### src/rtl/aser_pkg.sv
package aser_pkg;
  timeunit 1ns;
  timeprecision 1ps;

  typedef enum logic [1:0] {
    FRM_I2S = 2'd0,
    FRM_MSB = 2'd1,
    FRM_LSB = 2'd2
  } frame_e;

  typedef struct packed {
    frame_e frame;
    logic   long_w;
  } fmt_t;

  // Codes: 0/1 I2S, 2/3 MSB-justified, 4/5 LSB-justified; odd = 18-bit.
  function automatic fmt_t decode_fmt(input logic [2:0] code);
    fmt_t f;
    case (code)
      3'd1:    f = '{frame: FRM_I2S, long_w: 1'b1};
      3'd2:    f = '{frame: FRM_MSB, long_w: 1'b0};
      3'd3:    f = '{frame: FRM_MSB, long_w: 1'b1};
      3'd4:    f = '{frame: FRM_LSB, long_w: 1'b0};
      3'd5:    f = '{frame: FRM_LSB, long_w: 1'b1};
      default: f = '{frame: FRM_I2S, long_w: 1'b0};
    endcase
    return f;
  endfunction
endpackage

### src/rtl/aser_edge_det.sv
module aser_edge_det (
  input  logic clk,
  input  logic rst_n,
  input  logic bck,
  input  logic lrck,
  output logic bck_rise,
  output logic lr_rise,
  output logic lr_fall
);
  timeunit 1ns;
  timeprecision 1ps;

  logic bck_q;
  logic lrck_q;

  always_ff @(posedge clk or negedge rst_n) begin
    if (!rst_n) begin
      bck_q  <= 1'b0;
      lrck_q <= 1'b0;
    end else begin
      bck_q  <= bck;
      lrck_q <= lrck;
    end
  end

  assign bck_rise = bck & ~bck_q;
  assign lr_rise  = lrck & ~lrck_q;
  assign lr_fall  = ~lrck & lrck_q;
endmodule

### src/rtl/aser_shifter.sv
module aser_shifter
  import aser_pkg::*;
#(
  parameter int MAX_W = 18,
  parameter int MIN_W = 16
) (
  input  logic             clk,
  input  logic             rst_n,
  input  logic             bck_rise,
  input  logic             lrck_edge,
  input  logic             din,
  input  fmt_t             fmt,
  output logic [MAX_W-1:0] word
);
  timeunit 1ns;
  timeprecision 1ps;

  localparam int CNT_W = $clog2(MAX_W + 2) + 1;
  localparam logic [CNT_W-1:0] CNT_MAX = '1;
  localparam int PAD_W = MAX_W - MIN_W;

  logic [MAX_W-1:0] shreg;
  logic [CNT_W-1:0] cnt;
  logic [CNT_W-1:0] first_idx;
  logic [CNT_W-1:0] wlen;
  logic             take;

  // Position of the MSB in the slot and the word length in bits
  assign first_idx = (fmt.frame == FRM_I2S) ? CNT_W'(1) : CNT_W'(0);
  assign wlen      = fmt.long_w ? CNT_W'(MAX_W) : CNT_W'(MIN_W);

  // LSB-justified keeps the most recent bits; the other framings take a fixed window
  assign take = (fmt.frame == FRM_LSB) ||
                ((cnt >= first_idx) && (cnt < first_idx + wlen));

  always_ff @(posedge clk or negedge rst_n) begin
    if (!rst_n) begin
      shreg <= '0;
      cnt   <= '0;
    end else if (lrck_edge) begin
      cnt <= '0;
    end else if (bck_rise) begin
      if (take) shreg <= {shreg[MAX_W-2:0], din};
      if (cnt != CNT_MAX) cnt <= cnt + CNT_W'(1);
    end
  end

  // Word extraction, MSB-aligned, short words zero-filled below
  generate
    if (PAD_W > 0) begin : g_pad
      assign word = fmt.long_w ? shreg : {shreg[MIN_W-1:0], {PAD_W{1'b0}}};
    end else begin : g_nopad
      assign word = shreg;
    end
  endgenerate

  // the bit count restarts at every word-select transition
  a_r7_count_restart: assert property (@(posedge clk) disable iff (!rst_n)
    lrck_edge |=> (cnt == '0));

  // no shifting happens in the cycle a word-select edge is taken
  a_r3_no_shift_on_edge: assert property (@(posedge clk) disable iff (!rst_n)
    lrck_edge |=> $stable(shreg));
endmodule

### src/rtl/aser_pair_out.sv
module aser_pair_out
  import aser_pkg::*;
#(
  parameter int MAX_W = 18
) (
  input  logic             clk,
  input  logic             rst_n,
  input  logic             lr_rise,
  input  logic             lr_fall,
  input  frame_e           frame,
  input  logic [MAX_W-1:0] word,
  input  logic             out_ready,
  output logic             out_valid,
  output logic [MAX_W-1:0] out_left,
  output logic [MAX_W-1:0] out_right
);
  timeunit 1ns;
  timeprecision 1ps;

  logic [MAX_W-1:0] first_q;

  always_ff @(posedge clk or negedge rst_n) begin
    if (!rst_n) begin
      first_q   <= '0;
      out_valid <= 1'b0;
      out_left  <= '0;
      out_right <= '0;
    end else begin
      if (lr_rise) first_q <= word;
      if (lr_fall) begin
        if (frame == FRM_I2S) begin
          out_left  <= first_q;
          out_right <= word;
        end else begin
          out_right <= first_q;
          out_left  <= word;
        end
        out_valid <= 1'b1;
      end else if (out_ready) begin
        out_valid <= 1'b0;
      end
    end
  end

  // a pending pair holds until accepted
  a_r9_hold_pending: assert property (@(posedge clk) disable iff (!rst_n)
    (out_valid && !out_ready && !lr_fall) |=>
      (out_valid && $stable(out_left) && $stable(out_right)));

  // acceptance empties the output
  a_r9_accept_clears: assert property (@(posedge clk) disable iff (!rst_n)
    (out_valid && out_ready && !lr_fall) |=> !out_valid);

  // valid only rises after a completed frame
  a_r8_valid_after_fall: assert property (@(posedge clk) disable iff (!rst_n)
    $rose(out_valid) |-> $past(lr_fall));

  // a completed frame always leaves a pair presented
  a_r10_overwrite_valid: assert property (@(posedge clk) disable iff (!rst_n)
    lr_fall |=> out_valid);
endmodule

### src/rtl/audio_serial_rx.sv
module audio_serial_rx
  import aser_pkg::*;
#(
  parameter int MAX_W = 18,
  parameter int MIN_W = 16
) (
  input  logic             clk,
  input  logic             rst_n,
  input  logic             bck,
  input  logic             lrck,
  input  logic             din,
  input  logic [2:0]       fmt,
  input  logic             out_ready,
  output logic             out_valid,
  output logic [MAX_W-1:0] out_left,
  output logic [MAX_W-1:0] out_right
);
  timeunit 1ns;
  timeprecision 1ps;

  logic             bck_rise;
  logic             lr_rise;
  logic             lr_fall;
  logic [MAX_W-1:0] word;
  fmt_t             fmt_d;

  assign fmt_d = decode_fmt(fmt);

  aser_edge_det u_edge (
    .clk      (clk),
    .rst_n    (rst_n),
    .bck      (bck),
    .lrck     (lrck),
    .bck_rise (bck_rise),
    .lr_rise  (lr_rise),
    .lr_fall  (lr_fall)
  );

  aser_shifter #(.MAX_W(MAX_W), .MIN_W(MIN_W)) u_shift (
    .clk       (clk),
    .rst_n     (rst_n),
    .bck_rise  (bck_rise),
    .lrck_edge (lr_rise | lr_fall),
    .din       (din),
    .fmt       (fmt_d),
    .word      (word)
  );

  aser_pair_out #(.MAX_W(MAX_W)) u_out (
    .clk       (clk),
    .rst_n     (rst_n),
    .lr_rise   (lr_rise),
    .lr_fall   (lr_fall),
    .frame     (fmt_d.frame),
    .word      (word),
    .out_ready (out_ready),
    .out_valid (out_valid),
    .out_left  (out_left),
    .out_right (out_right)
  );

  // word-select never moves in a bit-clock rising cycle
  a_r1_lr_not_on_bck_rise: assert property (@(posedge clk) disable iff (!rst_n)
    bck_rise |-> !(lr_rise || lr_fall));
endmodule

### config.mk
export PLATFORM = sky130hd
export DESIGN_NAME = audio_serial_rx
export DESIGN_NICKNAME = d
export VERILOG_FILES = /design/src/rtl/aser_pkg.sv /design/src/rtl/aser_edge_det.sv /design/src/rtl/aser_shifter.sv /design/src/rtl/aser_pair_out.sv /design/src/rtl/audio_serial_rx.sv
export SDC_FILE = /design/constraint.sdc
export NUM_CORES = 1
export LEC_CHECK = 0
export ABC_AREA = 1
export BUFFER_PORTS_ARGS = -buffer_cell sky130_fd_sc_hd__buf_2
export CORE_MARGIN = 10
export CORE_UTILIZATION = 60
export CTS_BUF_LIST = sky130_fd_sc_hd__clkbuf_8 sky130_fd_sc_hd__clkbuf_16
export DETAILED_ROUTE_END_ITERATION = 10
export HOLD_SLACK_MARGIN = 0.1
export MAX_ROUTING_LAYER = met4
export PLACE_DENSITY = 0.82
export SETUP_SLACK_MARGIN = 0.4
export SYNTH_ARGS = -nofsm -noshare
export SYNTH_HDL_FRONTEND = slang
export SYNTH_SLANG_ARGS = --single-unit
### constraint.sdc
create_clock -name clk -period 2.8 [get_ports clk]
set_clock_uncertainty 0.05 [all_clocks]
set_input_delay 0.14 -clock clk [delete_from_list [all_inputs] [get_ports clk]]
set_output_delay 0.14 -clock clk [all_outputs]
set_load 0.01 [all_outputs]
==> summary.txt <==
Synth Net Count -> 507
crit path launch type -> input port
H-Tree Depth -> 3
DRT iter0 DRCs -> 202
FF-to-FF End -> u_out.out_right[9]
first-pass GRT wire length -> 15500 um
CTS tree -> built
worst stage delay on the critical path -> 0.53 ns
antenna diode count -> 0
hpwl dp -> 5954 um
worst path cell trace -> dlygate4sd3_1 -> buf_2 -> inv_1 -> ha_2 -> inv_2 -> a21oi_1 -> nand2_1 -> nand2_1
Final GP Congestion -> 0.8916
Critical path origin -> lrck
pin count of the biggest net entering global routing -> 82
setup_tns -> 0 ns
Worst-Skew Late Latency -> 0.35 ns
CTS max path bufs -> 2
Worst-path clk slew -> 0.08 ns
Pleak -> 2.334 nW
Layout Utilization -> 69.97%
RR Startpoint -> u_edge.lrck_q
CP most frequent cell -> nand2_1
FILL cells -> 520
crit path kind -> in2reg
Post-Syn Area -> 0.004066 mm^2
most numerous cell in the Yosys netlist -> nand2_1
hold path depth -> 4
Die H -> 102.3 um
Final period util -> 70.40%
PortBufs -> 45
final critical-path required period -> 1.971 ns
clk sinks -> 81
nets@finish -> 549
IO Count -> 46
synthesized flop and latch total -> 81
FF+latch area -> 0.002027 mm^2
final setup fails -> 0
Power Dens Cells -> 689.6 mW/mm^2
number of buffers created by CTS -> 9
Overall Global Routing Usage -> 18.85%
slowest CP cell -> dlygate4sd3_1
Worst EP required -> 3.04 ns
Max Slew Vio Count -> 0
async set-reset flop share out of synthesis -> 100.0%
Detailed Routing Iterations Pass 1 -> 5
run status -> finished clean
total number of vias -> 3433
top cells by area, synth -> dfrtp_1 (50%), nand2_1 (12%), nand3_1 (10%)
leading area contributor after synthesis -> dfrtp_1
unrepaired setup endpoints after global routing -> false
Gate Count Post-Synth -> 492
post-route ant nets -> 0
Arrival @ worst endpoint -> 2.21 ns
Synth top area share -> 49.85%
initial core utilization -> 62.96%
Core Rows -> 29
multi-input logic area -> 0.001764 mm^2
Hold Startpoint -> fmt[2]
top cells by count, synth -> nand2_1 (128), dfrtp_1 (81), nand3_1 (81), a21oi_1 (40)
die area -> 0.01047 mm^2
Distinct cells, synth -> 27
Slew @ Worst Pin -> 0.9973 ns
fmax -> 0.5073 GHz
Top FF cell, synth -> dfrtp_1
CP top delay family -> buffers and inverters
vias in the first global route -> 3240
Die W -> 102.3 um
Post-CTS Setup Bufs -> 0
Slew headroom -> 33.51%
Via density -> 5.582
R2R setup slack -> 0.93 ns
initial antenna violation count -> 0
total congestion overflow -> 0
crit path buf inv count -> 4
Avg WL per Cell -> 14.57 um
nature of the critical path endpoint -> register
layout cells sized above 1 -> 18.03%
register area share after synthesis -> 49.85%
Avg Synthesized Cell Area -> 8.265 um^2
end point of the worst hold path -> u_out.first_q[2]
DRC Markers -> 0
Root Driver -> clkbuf_8
core area -> 0.006459 mm^2
synth warn -> 0
R2R depth -> 5
layout overhead on the synthesized area -> 11.14%
Max FO, Critical Path -> 53
drt total wl -> 8962 um
Final Hold Fails -> 0
maximum vdd ir drop -> 0.3501 mV
MaxCap Viol Count -> 0
hold crit path type -> in2reg
Post-synth EDFFs -> 0
-- flip-flops by register name, indices dropped and copies added, names as in the netlist --
signal and flops:
u_out.first_q 18, u_out.out_left 18, u_out.out_right 18, u_shift.shreg 18, u_shift.cnt 6, u_edge.bck_q 1
u_edge.lrck_q 1, u_out.out_valid 1
-- cell type report --
class	instances	share of cell area, %
sequential	81	44.85
multi-input combinational	346	39.04
timing repair buffer	55	6.977
inverter	41	3.405
clock buffer	10	3.045
tap	77	2.132
clock inverter	5	0.5537
-- cells in the final DEF (no fill, tap or decap), types with 2 or more instances in the layout --
cell type      synthesis  final
nand3b_1               2      2
xor2_1                 3      3
nand2_4               10     10
dlygate4sd3_1          0      5
inv_1                 38     40
inv_2                  2      2
buf_2                  6     44
nor2_1                38     38
ha_1                   6      5
nand2_1              128    128
clkinv_2               0      2
nand3_1               81     81
o21ai_0                8      8
a21oi_2               16     16
buf_4                  2      6
dfrtp_1               81     81
clkbuf_8               0     10
a31oi_1                8      8
a21oi_1               40     40
-- worst register-to-register path: stages (launching register included) --
cell and delay, ns:
dfrtp_1 0.39, ha_2 0.31, inv_2 0.66, a21oi_1 0.11, nand2_1 0.18, nand2_1 0.06
-- kinds of logic (layout without fill, tap and decap cells) --
group / after synthesis / count (layout) / share of synthesized area (%)
flip-flops: 81 / 81 / 49.85
AO/OA/AOI/OAI: 74 / 74 / 11.38
buffers and inverters: 65 / 111 / 6.831
XOR/XNOR: 3 / 3 / 0.6463
adder cells (fa/ha/maj): 6 / 6 / 1.846
AND/OR/NAND/NOR: 263 / 263 / 29.45
-- worst max path at each step --
stage	to	slack (ns)	cells after the start
2_1_floorplan	u_shift.shreg[13]	0.78	15
3_3_place_gp	u_shift.shreg[1]	0.63	14
3_5_place_dp	u_shift.shreg[5]	0.53	14
4_1_cts	u_out.out_right[16]	0.50	7
5_1_grt	u_shift.shreg[9]	0.69	14
6_report	u_out.out_right[9]	0.83	8
-- routing by layer --
layer  vias to the layer above  global-route usage (%)  wire (um)
li1                       1692                       -          -
met1                      1629                   24.07       4190
met2                       103                   29.58       4217
met3                         9                   2.969        437
met4                         0                   7.267        117
met5                         -                       -          0
-- repair_timing --
item / CTS / global route
hold buffers: 5 / 0
endpoints found under the setup margin: 0 / 16
resized for setup: 0 / 1
hold endpoints to repair: 85 / 0
-- where the power goes --
group          total [W]  switching [W]  internal (W)
sequential       0.00155       0.000166       0.00138
combinational   0.000825       0.000521      0.000304
clock           0.000742       0.000409      0.000332
-- metrics by stage --
step                power (W)  std cells  area (um^2)  hold slack, ns  setup WS, ns
floorplan            0.002112        492         4066         -0.2056        0.7760
global placement     0.002355        595         4304          0.2139        0.6337
detailed placement   0.002392        595         4304          0.2258        0.5302
CTS                  0.003128        615         4517          0.3478        0.5047
global route         0.003308        615         4519          0.3917        0.6878
finish               0.003117        615         4519          0.3446        0.8289
(Power assumes the default switching activity.)
